### config.mk
export PLATFORM = sky130hd
export DESIGN_NAME = dlr_ring_ctrl
export DESIGN_NICKNAME = d
export VERILOG_FILES = /design/src/rtl/dlr_pkg.sv /design/src/rtl/dlr_ptr_regs.sv /design/src/rtl/dlr_space_check.sv /design/src/rtl/dlr_writer.sv /design/src/rtl/dlr_ring_ctrl.sv
export SDC_FILE = /design/constraint.sdc
export NUM_CORES = 1
export LEC_CHECK = 0
export BUFFER_PORTS_ARGS = -buffer_cell sky130_fd_sc_hd__buf_2
export CAP_MARGIN = 10
export CORE_MARGIN = 2
export CORE_UTILIZATION = 60
export CTS_CLUSTER_SIZE = 30
export DETAILED_ROUTE_END_ITERATION = 6
export HOLD_SLACK_MARGIN = 0.05
export PLACE_DENSITY = 0.84
export SLEW_MARGIN = 20
export SYNTH_ARGS = -nofsm -noshare
export SYNTH_HDL_FRONTEND = slang
export SYNTH_SLANG_ARGS = --single-unit
### constraint.sdc
create_clock -name clk -period 6.9 [get_ports clk]
set_input_delay 1.035 -clock clk [delete_from_list [all_inputs] [get_ports clk]]
set_output_delay 1.035 -clock clk [all_outputs]
set_load 0.01 [all_outputs]
### src/rtl/dlr_pkg.sv
package dlr_pkg;
   typedef enum logic [1:0] {
      SEL_BEGIN = 2'd0,
      SEL_END   = 2'd1,
      SEL_HWPTR = 2'd2,
      SEL_SWPTR = 2'd3
   } reg_sel_e;

   localparam logic [31:0] END_RESET = 32'h0000_1000;
endpackage

### src/rtl/dlr_ptr_regs.sv
module dlr_ptr_regs #(
   parameter int AW        = 32,
   parameter int REC_BYTES = 16,
   parameter logic [AW-1:0] END_RST = AW'(32'h1000)
) (
   input  logic          clk,
   input  logic          rst_n,
   input  logic          reg_wr_en,
   input  logic [1:0]    reg_sel,
   input  logic [AW-1:0] reg_wdata,
   input  logic          advance,
   output logic [AW-1:0] begin_q,
   output logic [AW-1:0] end_q,
   output logic [AW-1:0] hw_q,
   output logic [AW-1:0] sw_q,
   output logic          wrapped_q
);
   import dlr_pkg::*;

   logic [AW-1:0] wval;
   logic [AW-1:0] hw_step;
   logic [AW-1:0] hw_d, sw_d;
   logic          wrap_d;
   logic          sw_ack;

   assign wval    = {reg_wdata[AW-1:2], 2'b00};
   assign hw_step = hw_q + AW'(REC_BYTES);
   assign sw_ack  = reg_wr_en && (reg_sel == SEL_SWPTR) && (wval == end_q);

   always_comb begin
      hw_d   = hw_q;
      sw_d   = sw_q;
      wrap_d = wrapped_q;
      if (sw_ack) begin
         sw_d   = begin_q;
         wrap_d = 1'b0;
      end else if (reg_wr_en && reg_sel == SEL_SWPTR) begin
         sw_d = wval;
      end
      if (reg_wr_en && reg_sel == SEL_HWPTR) begin
         hw_d = wval;
      end else if (advance) begin
         if (hw_step == end_q) begin
            hw_d   = begin_q;
            wrap_d = 1'b1;
         end else begin
            hw_d = hw_step;
         end
      end
   end

   always_ff @(posedge clk or negedge rst_n) begin
      if (!rst_n) begin
         begin_q   <= '0;
         end_q     <= END_RST;
         hw_q      <= '0;
         sw_q      <= '0;
         wrapped_q <= 1'b0;
      end else begin
         if (reg_wr_en && reg_sel == SEL_BEGIN) begin_q <= wval;
         if (reg_wr_en && reg_sel == SEL_END)   end_q   <= wval;
         hw_q      <= hw_d;
         sw_q      <= sw_d;
         wrapped_q <= wrap_d;
      end
   end
endmodule

### src/rtl/dlr_space_check.sv
module dlr_space_check #(
   parameter int AW        = 32,
   parameter int REC_BYTES = 16
) (
   input  logic [AW-1:0] hw_ptr,
   input  logic [AW-1:0] sw_ptr,
   input  logic          wrapped,
   output logic          room
);
   logic [AW-1:0] gap;

   assign gap  = sw_ptr - hw_ptr;
   assign room = !wrapped || ((sw_ptr >= hw_ptr) && (gap >= AW'(REC_BYTES)));
endmodule

### src/rtl/dlr_writer.sv
module dlr_writer #(
   parameter int AW        = 32,
   parameter int DW        = 32,
   parameter int REC_WORDS = 4
) (
   input  logic                  clk,
   input  logic                  rst_n,
   input  logic                  start,
   input  logic [AW-1:0]         base,
   input  logic [REC_WORDS*DW-1:0] rec_in,
   output logic                  busy,
   output logic                  mem_wr_req,
   output logic [AW-1:0]         mem_wr_addr,
   output logic [DW-1:0]         mem_wr_data
);
   localparam int CW         = $clog2(REC_WORDS);
   localparam int WORD_BYTES = DW / 8;

   logic [DW-1:0] words_in [REC_WORDS];
   logic [DW-1:0] words_q  [REC_WORDS];
   logic [CW-1:0] idx_q;
   logic [AW-1:0] base_q;
   logic          busy_q;

   for (genvar g = 0; g < REC_WORDS; g++) begin : g_unpack
      assign words_in[g] = rec_in[g*DW +: DW];
      always_ff @(posedge clk or negedge rst_n) begin
         if (!rst_n)     words_q[g] <= '0;
         else if (start) words_q[g] <= words_in[g];
      end
   end

   always_ff @(posedge clk or negedge rst_n) begin
      if (!rst_n) begin
         busy_q <= 1'b0;
         idx_q  <= '0;
         base_q <= '0;
      end else if (start) begin
         busy_q <= 1'b1;
         idx_q  <= '0;
         base_q <= base;
      end else if (busy_q) begin
         if (idx_q == CW'(REC_WORDS - 1)) busy_q <= 1'b0;
         idx_q <= idx_q + 1'b1;
      end
   end

   assign busy        = busy_q;
   assign mem_wr_req  = busy_q;
   assign mem_wr_addr = base_q + AW'(idx_q) * AW'(WORD_BYTES);
   assign mem_wr_data = words_q[idx_q];
endmodule

### src/rtl/dlr_ring_ctrl.sv
module dlr_ring_ctrl #(
   parameter int AW        = 32,
   parameter int DW        = 32,
   parameter int REC_WORDS = 4
) (
   input  logic                    clk,
   input  logic                    rst_n,
   input  logic                    log_en,
   input  logic                    ovw_en,
   input  logic                    rec_valid,
   input  logic [REC_WORDS*DW-1:0] rec_data,
   input  logic                    reg_wr_en,
   input  logic [1:0]              reg_sel,
   input  logic [AW-1:0]           reg_wdata,
   output logic [AW-1:0]           reg_rdata,
   output logic                    mem_wr_req,
   output logic [AW-1:0]           mem_wr_addr,
   output logic [DW-1:0]           mem_wr_data,
   output logic                    busy,
   output logic                    overflow
);
   import dlr_pkg::*;

   localparam int REC_BYTES = REC_WORDS * (DW / 8);

   if (REC_WORDS < 2 || (REC_WORDS & (REC_WORDS - 1)) != 0) begin : g_bad_words
      $error("REC_WORDS must be a power of two of at least 2");
   end
   if (DW % 32 != 0 || AW < 16) begin : g_bad_width
      $error("DW must be a multiple of 32 and AW at least 16");
   end

   logic [AW-1:0] begin_q, end_q, hw_q, sw_q;
   logic          wrapped_q;
   logic          room;
   logic          accept, do_write, do_drop;
   logic          ovf_q;

   assign accept   = rec_valid && log_en && !busy;
   assign do_write = accept && (room || ovw_en);
   assign do_drop  = accept && !room && !ovw_en;

   dlr_ptr_regs #(.AW(AW), .REC_BYTES(REC_BYTES), .END_RST(AW'(END_RESET))) u_regs (
      .clk       (clk),
      .rst_n     (rst_n),
      .reg_wr_en (reg_wr_en),
      .reg_sel   (reg_sel),
      .reg_wdata (reg_wdata),
      .advance   (do_write),
      .begin_q   (begin_q),
      .end_q     (end_q),
      .hw_q      (hw_q),
      .sw_q      (sw_q),
      .wrapped_q (wrapped_q)
   );

   dlr_space_check #(.AW(AW), .REC_BYTES(REC_BYTES)) u_space (
      .hw_ptr  (hw_q),
      .sw_ptr  (sw_q),
      .wrapped (wrapped_q),
      .room    (room)
   );

   dlr_writer #(.AW(AW), .DW(DW), .REC_WORDS(REC_WORDS)) u_wr (
      .clk         (clk),
      .rst_n       (rst_n),
      .start       (do_write),
      .base        (hw_q),
      .rec_in      (rec_data),
      .busy        (busy),
      .mem_wr_req  (mem_wr_req),
      .mem_wr_addr (mem_wr_addr),
      .mem_wr_data (mem_wr_data)
   );

   always_ff @(posedge clk or negedge rst_n) begin
      if (!rst_n)       ovf_q <= 1'b0;
      else if (do_drop) ovf_q <= 1'b1;
   end
   assign overflow = ovf_q;

   always_comb begin
      unique case (reg_sel_e'(reg_sel))
         SEL_BEGIN: reg_rdata = begin_q;
         SEL_END:   reg_rdata = end_q;
         SEL_HWPTR: reg_rdata = hw_q;
         default:   reg_rdata = sw_q;
      endcase
   end
endmodule

## Word level (Yosys, flattened, before mapping)

Cells that the tools add are included.
Widths: inputs -> output; s select.

- Word-level logic and storage cells: 66
- Output and inout bits: 99
- Flip-flop bits (word level): 289

- Add/sub/neg operators: 4
- Bitwise operators: 1
- Equality and inequality tests: 6
- Magnitude comparators: 3
- Muxes and demuxes: 18
- Reduce and logical (&&, ||, !) cells: 21

Operators with widths:

| operator | count |
|---|---|
| $mux 32 | 7 |
| $pmux 32 s3 | 1 |
| $bmux 32 s2 | 1 |
| $add 32x4->32 | 1 |
| $add 32x5->32 const B | 1 |
| $eq 32x32->1 | 1 |
| $ge 32x32->1 | 1 |
| $ge 32x5->1 const B | 1 |
| $sub 32x32->32 | 1 |
| $eq 30x30->1 | 1 |
| $logic_and 1x1->1 | 11 |
| $mux 1 | 7 |
| $eq 2x2->1 const B | 3 |
| $reduce_bool 2->1 | 3 |
| $logic_not 1->1 | 4 |
| $mux 2 | 2 |
| $ge 3x3->1 const B | 1 |
| $not 2->3 | 1 |
| $add 2x1->2 const B | 1 |
| $eq 2x1->1 const B | 1 |
| $logic_not 2->1 | 1 |
| $logic_or 1x1->1 | 2 |

## Logic depth before layout (Yosys ltp)

- Depth in word-level cells: 8
- Depth in mapped cells: 18
- Gate-level depth less buffers: 13

## Cells and area by module

Synthesis repeated with hierarchy kept, for this count alone.

- Cells, all modules: 1548
- Area, all modules: 17555.6 µm²

By module, submodules not included:

| module | cells an instance | times used | seq. area each (µm²) | area an instance (µm²) |
|---|---|---|---|---|
| dlr_writer | 474 | 1 | 4078.9 | 7409.6 |
| dlr_ptr_regs | 723 | 1 | 3029.2 | 7315.8 |
| dlr_space_check | 306 | 1 | 0.0 | 1965.6 |
| dlr_ring_ctrl | 45 | 1 | 25.0 | 864.6 |

## Least setup slack after synthesis

No wires, ideal clock.

- Kind: flip-flop to flip-flop
- Start point: register u_regs.hw_q[6]
- End point: register u_wr.words_q[0] (netlist bit)
- Path slack: 2.809 ns
- Arrival: 3.966 ns
- Library setup time: 0.125 ns
- Buffers on the path: 4
- Stages on the path, launching flop included: 17
- Period minus slack after synthesis: 4.091 ns
- Required time: 6.775 ns
- Cell sequence: dfrtp_1 -> clkbuf_1 -> inv_1 -> ha_1 -> clkbuf_1 -> or2_2 -> nand3_1 -> a31o_2 -> a2111oi_0 -> nor3b_1 -> o21ai_0 -> xor2_1 -> nor4_4 -> nor2_1 -> clkbuf_1 -> buf_2 -> mux2_2

- Cells in the longest elaborated chain, start to end: 6
- Elaborated cells between the ends (all ways): 7
- Classes of those cells: 1 x add/sub; 2 x order compare; 4 x reduce/logical

RTL lines:

| what | line | text |
|---|---|---|
| start, declared | dlr_ptr_regs.sv:14 | `output logic [AW-1:0] hw_q,` |
| start signal, assigned | dlr_ptr_regs.sv:62 | `hw_q <= hw_d;` |
| $sub 32x32->32 | dlr_space_check.sv:12 | `assign gap = sw_ptr - hw_ptr;` |
| $ge 32x5->1 | dlr_space_check.sv:13 | `assign room = !wrapped \|\| ((sw_ptr >= hw_ptr) && (gap >= AW'(REC_BYTES)));` |
| $logic_and 1x1->1 (*) | dlr_space_check.sv:13 |  |
| $logic_or 1x1->1 (*) | dlr_space_check.sv:13 |  |
| $logic_or 1x1->1 (*) | dlr_ring_ctrl.sv:40 | `assign do_write = accept && (room \|\| ovw_en);` |
| $logic_and 1x1->1 (*) | dlr_ring_ctrl.sv:40 |  |
| end signal, assigned by index | dlr_writer.sv:29 | `else if (start) words_q[g] <= words_in[g];` |
| end, declared | dlr_writer.sv:20 | `logic [DW-1:0] words_q [REC_WORDS];` |

Mark *: on every way between the ends. The rest lies on a longest branch, timed or not.
A chain may end at the register's enable or synchronous reset.

## Worst setup path after layout

- Start point: register u_regs.hw_q[4]
- End point: register u_regs.hw_q[9]

- Cells in the longest elaborated chain, start to end: 7
- Elaborated cells between the ends (all ways): 13
- Classes of those cells: 2 x add/sub; 2 x order compare; 1 x eq/ne; 3 x mux; 5 x reduce/logical

RTL lines:

| what | line |
|---|---|
| $sub 32x32->32 | dlr_space_check.sv:12 |
| $ge 32x5->1 | dlr_space_check.sv:13 |
| $logic_and 1x1->1 | dlr_space_check.sv:13 |
| $logic_or 1x1->1 | dlr_space_check.sv:13 |
| $logic_or 1x1->1 | dlr_ring_ctrl.sv:40 |
| $logic_and 1x1->1 | dlr_ring_ctrl.sv:40 |
| $reduce_bool 2->1 (no line) | - |

Several ways; a longest one is shown, not always the timed one. The select of a mux whose other input is x is not followed.

==> summary.md <==
The clock net sink count came out at 283. The tools report the start point of the critical path as u_regs.hw_q[4]. In this run the worst path has a maximum fanout of 15. Combinational logic is responsible for 45.8% of the overall power. For the max-slew violation count, the log shows 0.

Clock tree synthesis inserted a total of 29 buffers. The tightest min-delay check is of the in -> async type. For the number of H-tree branching levels, the log shows 1. After Yosys synthesis, and, or, nand and nor cells account for 10.4% of the synthesized area.

The portion of synthesized cell area occupied by the leading cell type was 40.8%; the number of different library cells in the post-synthesis netlist was 83. At the end of routability-driven placement, the weighted congestion stood at 0.990. The startpoint class of the critical path was a register.

The share of the synthesized netlist area taken by xor and xnor gates was 6.29%; the synthesized area per cell was 11.2 µm². The adder and majority cell fraction of the synthesized area is 2.65%, and the reported net switching power is 3.46 mW. The flow ran to the end, and the final reports show no timing, DRC or antenna violations. The tools report the post-place instance area as 0.0187 mm². On the final layout, the worst hold slack is 474 ps.

The total wirelength of the detailed-routed design is 52700 µm, and the first-pass detailed-route iteration total is 6. The ratio of total power to cell area came out at 442 mW/mm². Counting flops with an async set or reset pin after synthesis yields a share of 100%. Final routed wire length divided by cell count: 24.3 µm. The final clock skew is 9.47 ps.

In this run switching power makes up 39.7% of total power. For the utilization of the core after routing, the log shows 69.2%. The sum of overflow across all layers after global routing came out at 0.

The biggest area contributor in the post-synthesis netlist is dfrtp_1. The fraction of the mapped netlist area in compound gates is 9.44%, and the final net count is 1959. Data arrives at the worst endpoint at 5480 ps. The placement-stage worst setup slack came out at 1960 ps. The synthesized design contains 283 register bits. Summed over all cells, the static leakage comes to 8.66 nW.

For the quantity of hold-fixing buffers added after cts, the log shows 0. Internal power comes to 5.26 mW. For the critical path data required time, the log shows 7340 ps. The largest buffer count on any clock path came out at 3.

The ratio of cells with drive above 1 in the final layout works out to 36.1%. The initial antenna violation count is 7. In the final timing run, aggregate negative setup slack is 0 ps. The logs give 0 for the remaining number of nets flagged by the antenna check after routing and 29.7% for the tightest slew margin relative to the limit. For flop-to-flop paths, the worst setup slack is 1860 ps. Global routing consumed, over all layers together, 34.6% of the routing resources.

The portion of synthesized area spent on multiplexers is 25.5%. The critical path ends at u_regs.hw_q[9]. After clock tree synthesis, the clock-pin slew on the worst setup and hold paths is 60 ps.

Starting DRC count in detailed routing: 1626. The tools report the number of hold-slack violations in the final timing report as 0. In the routed design, unresolved DRC markers number 0. The worst register-to-register path begins at u_regs.hw_q[4].

Buffers placed on the I/O ports in this run total 260. The number of inserted filler cells in the final layout was 2089; the number of max-cap violations was 0. The final clock period utilization by the worst path was 73.1%; the number of global-route vias before repair was 14203. Timing would allow up to 198 MHz. After synthesis, the most frequently instantiated cells are 282 x dfrtp_1, 224 x mux2_2, 93 x a21oi_1, 93 x nand2_1, 85 x o21ai_0. Once the clock tree was built, the resizer swapped 0 gates to a different size. The finished cells cover 0.0197 mm².

The logs give 0 for the total of endpoints with negative setup slack in the final report and 1860 ps for the worst path setup slack after routing. TritonCTS built the clock tree. The height of the die is 174 µm, and the cell area after synthesis is 0.0173 mm².

Effective utilization at floorplan: 60.5%. For the buffers inserted during post-CTS setup optimization, the log shows 0. The most numerous cell in the Yosys netlist was dfrtp_1. Using the TritonRoute via totals, the vias-per-cell ratio works out to 6.52. After floorplanning, the core was sized to cover 0.0285 mm². Yosys mapped a number of flops with a built-in enable equal to 0.

STA classifies the critical path endpoint as a register. Among all flip-flop cells after synthesis, the most frequent one is dfrtp_1. The number of primary I/O pins is 267. The sum of net half-perimeters after detailed placement came out at 36600 µm. For this run, the register share of the synthesized area comes to 41.0%. Counting cells, the worst reg-to-reg path comes to 14. After synthesis, the largest family of logic cells by area is multiplexers. Registers are responsible for 34.2% of the overall power. The setup path with the least slack is of type reg -> reg. The area added between synthesis and finish works out to 14.3%. The slew at the pin closest to its max-slew limit came out at 1060 ps. The pin count of the biggest net entering global routing was 184. The area enclosed by the die boundary is 0.0302 mm², and the shortest clock period the worst path allows after layout is 5040 ps. The synthesized instance count was 1546.

The capture instance of the worst register-to-register path is u_regs.hw_q[9]. IR analysis of the VDD net gives a maximum drop of 0.000331 V. At the later pin of the worst-skew pair, clock insertion delay measures 560 ps. The tree is rooted in a clkbuf_16.

Setup repair after global routing left no endpoint under its margin. Sorting the synthesized cells by area gives the leading types as dfrtp_1 41%, mux2_2 15%, mux4_2 7.8%, xnor2_1 4.2%, a21oi_1 2.7%. The die is 174 µm wide. Of the total power, the clock network draws 19.9%. The routed layout has 14150 vias. The count of warnings emitted by yosys was 0; the count of standard-cell rows was 62.

The tools report the first-pass GRT wire length as 81700 µm.
cell type report:
class	instances	area [µm²]	area share (%)
Inverter	51	193	0.976
Tap cell	384	480	2.43
Clock inverter	9	179	0.906
Timing Repair Buffer	279	1490	7.55
Antenna cell	7	17.5	0.0887
Multi-Input combinational cell	1111	9430	47.7
Clock buffer	45	876	4.44
Sequential cell	283	7080	35.9
critical path, cell delays in order, from the launching register on:
cell,delay [ps]
dfrtp_1,530
ha_1,370
nand4_1,130
buf_4,220
nor4_1,610
and3_1,330
o311a_2,180
nand4_1,110
or4_4,460
nor2_2,90
nor4b_4,810
buf_4,430
mux2_2,380
a21oi_1,150
a21oi_1,80
flip-flops by register name (all words and copies together), names as in the netlist:
| name | flops |
|---|---|
| overflow | 1 |
| u_regs.begin_q | 30 |
| u_regs.end_q | 30 |
| u_regs.hw_q | 30 |
| u_regs.sw_q | 30 |
| u_regs.wrapped_q | 1 |
| u_wr.base_q | 30 |
| u_wr.busy | 1 |
| u_wr.idx_q | 2 |
| u_wr.words_q | 128 |
power groups by stage:
stage	Clock, mW	Sequential (mW)	Combinational [mW]
after floorplan	0	2.67	2.91
after detailed placement	0	2.96	3.88
after global placement	0	2.90	3.78
after CTS	1.75	2.96	3.94
final	1.74	2.99	4.00
after global routing	1.82	3.06	4.29
how the worst min path moves through the flow:
stage | start | cells past startpoint | endpoint | slack [ps]
2_1_floorplan | u_regs.wrapped_q | 2 | u_regs.wrapped_q | 440
3_3_place_gp | overflow | 1 | overflow | 460
3_5_place_dp | overflow | 1 | overflow | 470
4_1_cts | overflow | 1 | overflow | 480
5_1_grt | overflow | 1 | overflow | 500
6_report | rst_n | 1 | u_wr.words_q[56] | 470
cells in the final DEF (no fill, tap or decap), types with 5 or more instances in the layout:
cell / count
dfrtp_1: 281
buf_2: 259
mux2_2: 224
a21oi_1: 93
nand2_1: 93
o21ai_0: 85
xnor2_1: 82
nor2_1: 71
mux4_2: 60
inv_1: 50
nand3_1: 39
xor2_1: 37
mux2i_1: 35
ha_1: 35
clkbuf_16: 29
nand4_1: 26
and3_1: 19
nor3_1: 17
nor4_1: 16
buf_4: 16
o211ai_1: 13
nand2b_1: 12
mux2_1: 11
clkbuf_8: 9
o21a_1: 8
a31oi_1: 8
diode_2: 7
a21o_1: 7
clkbuf_1: 7
or4_1: 6
or2_2: 6
nor2b_1: 5
nor3b_1: 5
and4_1: 5
o31ai_1: 5
o2111ai_1: 5
bufinv_16: 5
per-layer routing:
metal  global-route usage (%)  wire length (µm)  up-vias  part of all wire [%]
met2                     56.5             25400      846                    48
met3                     8.18              5170      162                   9.8
li1                         -                 -     6088                     -
met1                     44.6             19700     7052                    37
met5                        0                11        -                 0.021
met4                     14.8              2440        2                   4.6
through the flow:
stage / power, mW / cells
floorplan: 5.58 / 1549
global placement: 6.68 / 2108
detailed placement: 6.84 / 2108
CTS: 8.65 / 2162
global route: 9.17 / 2168
finish: 8.72 / 2169
cells by family (layout without fill, tap and decap cells):
| kind of cell | Yosys count | after routing |
|---|---|---|
| multiplexers | 332 | 332 |
| adder cells (fa/ha/maj) | 36 | 36 |
| other | 1 | 11 |
| AO/OA/AOI/OAI | 269 | 269 |
| XOR/XNOR | 121 | 121 |
| flip-flops | 283 | 283 |
| buffers and inverters | 155 | 384 |
| AND/OR/NAND/NOR | 349 | 349 |
Power figures use the tool's default switching activity.
